$ cat src/rtl/dnm_fmul_pkg.sv
package dnm_fmul_pkg;
  localparam int unsigned DEF_FRAC_W = 23;
  localparam int unsigned DEF_EXP_W  = 8;

  typedef enum logic [1:0] {
    ST_IDLE = 2'd0,
    ST_SCAN = 2'd1,
    ST_PACK = 2'd2
  } state_e;
endpackage

$ cat src/rtl/dnm_fmul_front.sv
module dnm_fmul_front #(
  parameter int unsigned FRAC_W = 23,
  parameter int unsigned EXP_W  = 8,
  localparam int unsigned WORD_W = 1 + EXP_W + FRAC_W,
  localparam int unsigned PROD_W = 2 * FRAC_W + 1
) (
  input  logic [WORD_W-1:0] op_a_i,
  input  logic [WORD_W-1:0] op_b_i,
  output logic              zero_o,
  output logic              sign_o,
  output logic [EXP_W-1:0]  exp_o,
  output logic [PROD_W-1:0] prod_o
);
  logic [FRAC_W:0] frac_b;

  // B below smallest normal, or A exactly zero -> signed zero
  assign zero_o = (op_b_i[WORD_W-2:FRAC_W] == '0) || (op_a_i[WORD_W-2:0] == '0);
  assign sign_o = op_a_i[WORD_W-1] ^ op_b_i[WORD_W-1];
  assign exp_o  = op_b_i[WORD_W-2:FRAC_W];
  assign frac_b = {1'b1, op_b_i[FRAC_W-1:0]};
  assign prod_o = PROD_W'(op_a_i[FRAC_W-1:0]) * PROD_W'(frac_b);
endmodule

$ cat src/rtl/dnm_fmul_scan.sv
module dnm_fmul_scan #(
  parameter int unsigned W = 47,
  localparam int unsigned CNT_W = $clog2(W + 2)
) (
  input  logic             clk_i,
  input  logic             rst_ni,
  input  logic             load_i,
  input  logic [W-1:0]     load_val_i,
  input  logic             run_i,
  output logic             empty_o,
  output logic [CNT_W-1:0] cnt_o
);
  logic [W-1:0]     copy_q;
  logic [CNT_W-1:0] cnt_q;

  always_ff @(posedge clk_i or negedge rst_ni) begin
    if (!rst_ni) begin
      copy_q <= '0;
      cnt_q  <= '0;
    end else if (load_i) begin
      copy_q <= load_val_i;
      cnt_q  <= '0;
    end else if (run_i && (copy_q != '0)) begin
      copy_q <= copy_q >> 1;
      cnt_q  <= cnt_q + 1'b1;
    end
  end

  assign empty_o = (copy_q == '0);
  assign cnt_o   = cnt_q;  // shifts taken = msb index + 1
endmodule

$ cat src/rtl/dnm_fmul_pack.sv
module dnm_fmul_pack #(
  parameter int unsigned FRAC_W = 23,
  parameter int unsigned EXP_W  = 8,
  localparam int unsigned WORD_W = 1 + EXP_W + FRAC_W,
  localparam int unsigned PROD_W = 2 * FRAC_W + 1,
  localparam int unsigned CNT_W  = $clog2(PROD_W + 2),
  localparam int          BIAS_M1 = (1 << (EXP_W - 1)) - 2
) (
  input  logic [PROD_W-1:0] prod_i,
  input  logic [CNT_W-1:0]  cnt_i,
  input  logic [EXP_W-1:0]  exp_i,
  input  logic              sign_i,
  input  logic              zero_i,
  output logic [WORD_W-1:0] word_o
);
  int                w;
  int                e;
  int                sh;
  logic [PROD_W-1:0] shifted;

  always_comb begin
    w       = int'(cnt_i) - 1;
    e       = int'(exp_i) + w - BIAS_M1 - 2 * int'(FRAC_W);
    sh      = 0;
    shifted = '0;
    word_o  = '0;
    word_o[WORD_W-1] = sign_i;
    if (!zero_i && (cnt_i != '0)) begin
      if (e > 0) begin
        sh      = w - int'(FRAC_W);
        shifted = prod_i >> sh;
        word_o[WORD_W-2:FRAC_W] = e[EXP_W-1:0];
        word_o[FRAC_W-1:0]      = shifted[FRAC_W-1:0];
      end else if (e + int'(FRAC_W) - 1 >= 0) begin
        sh      = w - (int'(FRAC_W) - 1) - e;
        shifted = prod_i >> sh;
        word_o[FRAC_W-1:0] = shifted[FRAC_W-1:0];
      end
    end
  end
endmodule

$ cat src/rtl/dnm_fmul.sv
module dnm_fmul
  import dnm_fmul_pkg::*;
#(
  parameter int unsigned FRAC_W = DEF_FRAC_W,
  parameter int unsigned EXP_W  = DEF_EXP_W,
  localparam int unsigned WORD_W = 1 + EXP_W + FRAC_W,
  localparam int unsigned PROD_W = 2 * FRAC_W + 1,
  localparam int unsigned CNT_W  = $clog2(PROD_W + 2)
) (
  input  logic              clk_i,
  input  logic              rst_ni,
  input  logic              start_i,
  input  logic [WORD_W-1:0] op_a_i,
  input  logic [WORD_W-1:0] op_b_i,
  output logic              done_o,
  output logic [WORD_W-1:0] result_o
);
  state_e            state_q;
  logic [PROD_W-1:0] prod_q;
  logic [EXP_W-1:0]  exp_q;
  logic              sign_q;
  logic              zero_q;
  logic              done_q;
  logic [WORD_W-1:0] result_q;

  logic              f_zero;
  logic              f_sign;
  logic [EXP_W-1:0]  f_exp;
  logic [PROD_W-1:0] f_prod;
  logic              accept;
  logic              scan_empty;
  logic [CNT_W-1:0]  scan_cnt;
  logic [WORD_W-1:0] pack_word;

  assign accept = (state_q == ST_IDLE) && start_i;

  dnm_fmul_front #(.FRAC_W(FRAC_W), .EXP_W(EXP_W)) front_i (
    .op_a_i (op_a_i),
    .op_b_i (op_b_i),
    .zero_o (f_zero),
    .sign_o (f_sign),
    .exp_o  (f_exp),
    .prod_o (f_prod)
  );

  dnm_fmul_scan #(.W(PROD_W)) scan_i (
    .clk_i      (clk_i),
    .rst_ni     (rst_ni),
    .load_i     (accept),
    .load_val_i (f_zero ? '0 : f_prod),
    .run_i      (state_q == ST_SCAN),
    .empty_o    (scan_empty),
    .cnt_o      (scan_cnt)
  );

  dnm_fmul_pack #(.FRAC_W(FRAC_W), .EXP_W(EXP_W)) pack_i (
    .prod_i (prod_q),
    .cnt_i  (scan_cnt),
    .exp_i  (exp_q),
    .sign_i (sign_q),
    .zero_i (zero_q),
    .word_o (pack_word)
  );

  always_ff @(posedge clk_i or negedge rst_ni) begin
    if (!rst_ni) begin
      state_q  <= ST_IDLE;
      prod_q   <= '0;
      exp_q    <= '0;
      sign_q   <= 1'b0;
      zero_q   <= 1'b0;
      done_q   <= 1'b0;
      result_q <= '0;
    end else begin
      done_q <= 1'b0;
      unique case (state_q)
        ST_IDLE: if (start_i) begin
          prod_q  <= f_prod;
          exp_q   <= f_exp;
          sign_q  <= f_sign;
          zero_q  <= f_zero;
          state_q <= ST_SCAN;
        end
        ST_SCAN: if (scan_empty) state_q <= ST_PACK;
        ST_PACK: begin
          result_q <= pack_word;
          done_q   <= 1'b1;
          state_q  <= ST_IDLE;
        end
        default: state_q <= ST_IDLE;
      endcase
    end
  end

  assign done_o   = done_q;
  assign result_o = result_q;
endmodule

$ cat config.mk
export PLATFORM = sky130hd
export DESIGN_NAME = dnm_fmul
export DESIGN_NICKNAME = d
export VERILOG_FILES = /design/src/rtl/dnm_fmul_pkg.sv /design/src/rtl/dnm_fmul_front.sv /design/src/rtl/dnm_fmul_scan.sv /design/src/rtl/dnm_fmul_pack.sv /design/src/rtl/dnm_fmul.sv
export SDC_FILE = /design/constraint.sdc
export NUM_CORES = 2
export LEC_CHECK = 0
export BUFFER_PORTS_ARGS = -buffer_cell sky130_fd_sc_hd__buf_2
export CORE_MARGIN = 2
export CORE_UTILIZATION = 50
export CTS_CLUSTER_DIAMETER = 50
export DETAILED_ROUTE_END_ITERATION = 10
export GPL_TIMING_DRIVEN = 0
export PLACE_DENSITY_LB_ADDON = 0.12
export SYNTH_ARGS = -nofsm -noshare
export SYNTH_HDL_FRONTEND = slang
export SYNTH_SLANG_ARGS = --single-unit
$ cat constraint.sdc
create_clock -name clk_i -period 15.4 [get_ports clk_i]
set_clock_uncertainty 0.15 [all_clocks]
set_input_delay 0 -clock clk_i [delete_from_list [all_inputs] [get_ports clk_i]]
set_output_delay 0 -clock clk_i [all_outputs]
set_load 0.02 [all_outputs]
==> metrics <==
mapped cell area 30700 µm²; family with the most delay on the worst path buffers and inverters; clock buffer count from CTS 17; master of the slowest instance on the critical path sky130_fd_sc_hd__nor4_4; met2 Use GR 0.536; wire length of the first global-routing pass 155 mm; count of nets left with antenna violations after detail routing 0; row cnt 90; transition at the pin with the smallest max-transition slack 1.36 ns; vias in the first global route 26300; Rel. slew slack 0.0858; most common flop cell mapped by yosys sky130_fd_sc_hd__dfrtp_1; EDFF count, synth 0; total vias in the final route 25700; Max stage delay on crit path 0.62 ns; fraction of final layout cells sized beyond drive strength 1 0.0673; final critical-path required period 9.42 ns; flops & latches, synth 145; DRC violations left 0; die area 63500 µm²; proportion of synthesized chip area in sequential cells 0.118; clock tree from TritonCTS built; total core area 60600 µm²; via count normalized by instance count 5.79; count of different cell masters after synthesis 79; Cells after Synth 3515; critical path fanouts, max 10; final hold viol count 0; number of buffers inserted to repair setup after CTS 0; Filler Cells Inserted 5841; pin count of the biggest net entering global routing 76; share of async-settable or async-resettable flops after synthesis 1.00; Die X 252 µm; final sum of negative setup slack 0 ns; Clock Sink Count 145; max-slew violations 0; starting DRC count in detailed routing 2007; GR met1 Demand/Resource 0.417; router iterations before antenna repair 6; net count after synthesis 4271; most used cell, CP sky130_fd_sc_hd__ha_1; number of buffers inserted by port buffering 95; M3 GR Usage 0.0414; total of endpoints with negative setup slack in the final report 0; sum of buffers and inverters on the critical path 9; global route hottest layer met2; area growth from synthesis to final layout 7.10%; crit end category flop; detailed placement HPWL 84.1 mm; CTS Buffer Depth 2; achievable frequency 106 MHz; signal arrival time at the worst endpoint 9.64 ns; Hold WS 0.0141 ns; setup repair after global routing missed its margin no; clock slew at reported path FFs 0.07 ns; GRT Overall Usage 0.321; die outline height 252 µm; Max-cap violations 0; min-delay worst type in2async; number of placed I/O pins 100; H-tree levels 4; CP Class reg2reg; fraction of the cycle the final worst path needs 0.612; net count reported at finish 4399; status finished, final reports clean; placer's final routability congestion estimate 1.01; antenna violations before repair 0; Initial Util 0.507; startpoint kind of the worst setup timing path flop; Skew-Pair Late Insertion Delay 0.45 ns; final WL 99.5 mm; Synth Area per Inst 8.74 µm²; number of warnings issued by yosys 0; cell at the root of the clock tree sky130_fd_sc_hd__clkbuf_16; GRT overflow 0; DR WL/cell 22.4 µm; required arrival time at the worst endpoint 15.62 ns
timing repair:
action	in CTS	in global routing
gates resized for setup	0	0
endpoints found under the hold margin	117	0
hold buffers	13	0
registers in the layout, summed over array words and instances (netlist names):
name           cells
done_o             1
state_q            2
prod_q            47
sign_q             1
exp_q              8
zero_q             1
scan_i.cnt_o       6
result_o          32
scan_i.copy_q     47
worst paths after layout:
check / start / end / slack (ns) / cells past startpoint
worst min register to register: result_o[25] / result_o[25] / 0.33 / 2
worst max-delay path: scan_i.cnt_o[0] / result_o[13] / 5.98 / 29
worst min-delay path: rst_ni / result_o[30] / 0.01 / 2
worst max register to register: scan_i.cnt_o[0] / result_o[13] / 5.98 / 29
min in group clk_i: start_i / scan_i.copy_q[7] / 0.15 / 4
max in group asynchronous: rst_ni / scan_i.copy_q[11] / 14.27 / 3
layout by cell type (no fill, tap or decap), types with 27 or more instances in the layout:
cell type,count
sky130_fd_sc_hd__nand2_1,619
sky130_fd_sc_hd__inv_1,555
sky130_fd_sc_hd__fa_1,461
sky130_fd_sc_hd__ha_1,228
sky130_fd_sc_hd__clkbuf_1,185
sky130_fd_sc_hd__mux2i_1,172
sky130_fd_sc_hd__and2_1,156
sky130_fd_sc_hd__o21ai_0,146
sky130_fd_sc_hd__dfrtp_1,145
sky130_fd_sc_hd__a21oi_1,114
sky130_fd_sc_hd__buf_2,107
sky130_fd_sc_hd__nor2_1,93
sky130_fd_sc_hd__mux4_2,64
sky130_fd_sc_hd__o22ai_1,47
sky130_fd_sc_hd__xnor2_1,44
sky130_fd_sc_hd__nand3_1,35
sky130_fd_sc_hd__a211oi_1,34
sky130_fd_sc_hd__xor2_1,31
sky130_fd_sc_hd__nor3_1,30
sky130_fd_sc_hd__nor4_1,27
layer usage:
metal / up-vias / wire length, µm
li1: 11700 / -
met1: 12700 / 41000
met2: 1064 / 46500
met3: 243 / 6450
met4: 0 / 5520
met5: - / 0
cell type report:
type / instances / area, µm² / area share
diodes: 2 / 5.00 / 0.000152
plain buffers: 215 / 838 / 0.0255
well taps: 782 / 978 / 0.0297
clock inverters: 14 / 119 / 0.00361
repair buffers: 109 / 639 / 0.0194
flip-flops and latches: 145 / 3630 / 0.110
multi-input cells: 2599 / 24200 / 0.735
inverters: 556 / 2090 / 0.0634
clock buffers: 18 / 439 / 0.0133
per-stage QoR:
| stage | utilization | std cells | cell area, µm² | setup slack, ns |
|---|---|---|---|---|
| global route | 0.543 | 4438 | 32900 | 5.62 |
| CTS | 0.543 | 4438 | 32900 | 6.06 |
| global placement | 0.531 | 4392 | 32200 | 6.16 |
| floorplan | - | 3515 | 30700 | 8.08 |
| detailed placement | 0.532 | 4393 | 32200 | 6.14 |
| finish | 0.543 | 4440 | 32900 | 5.98 |
cell usage after synthesis, drive strengths merged, types with 34 or more instances:
cell type / count / area, µm²
clkbuf: 185 / 694
fa: 461 / 9230
a211oi: 34 / 255
mux4: 64 / 1440
nand2: 619 / 2320
mux2i: 172 / 1720
xnor2: 44 / 385
and2: 156 / 976
o22ai: 47 / 294
nor2: 94 / 355
ha: 228 / 2850
o21ai: 163 / 816
nand3: 35 / 175
dfrtp: 145 / 3630
inv: 556 / 2090
a21oi: 116 / 588
cell families after synthesis:
family	synth area share
and+or+nand+nor	0.156
adders and majority gates	0.393
DFF	0.118
muxes	0.110
buffers and inverters	0.0952
xor gates and xnor gates	0.0214
AOI/OAI and AO/OA	0.107
Power is left out: the tool's default activity adds up to more than one toggle a clock period on the data nets, which glitch-free logic cannot reach.
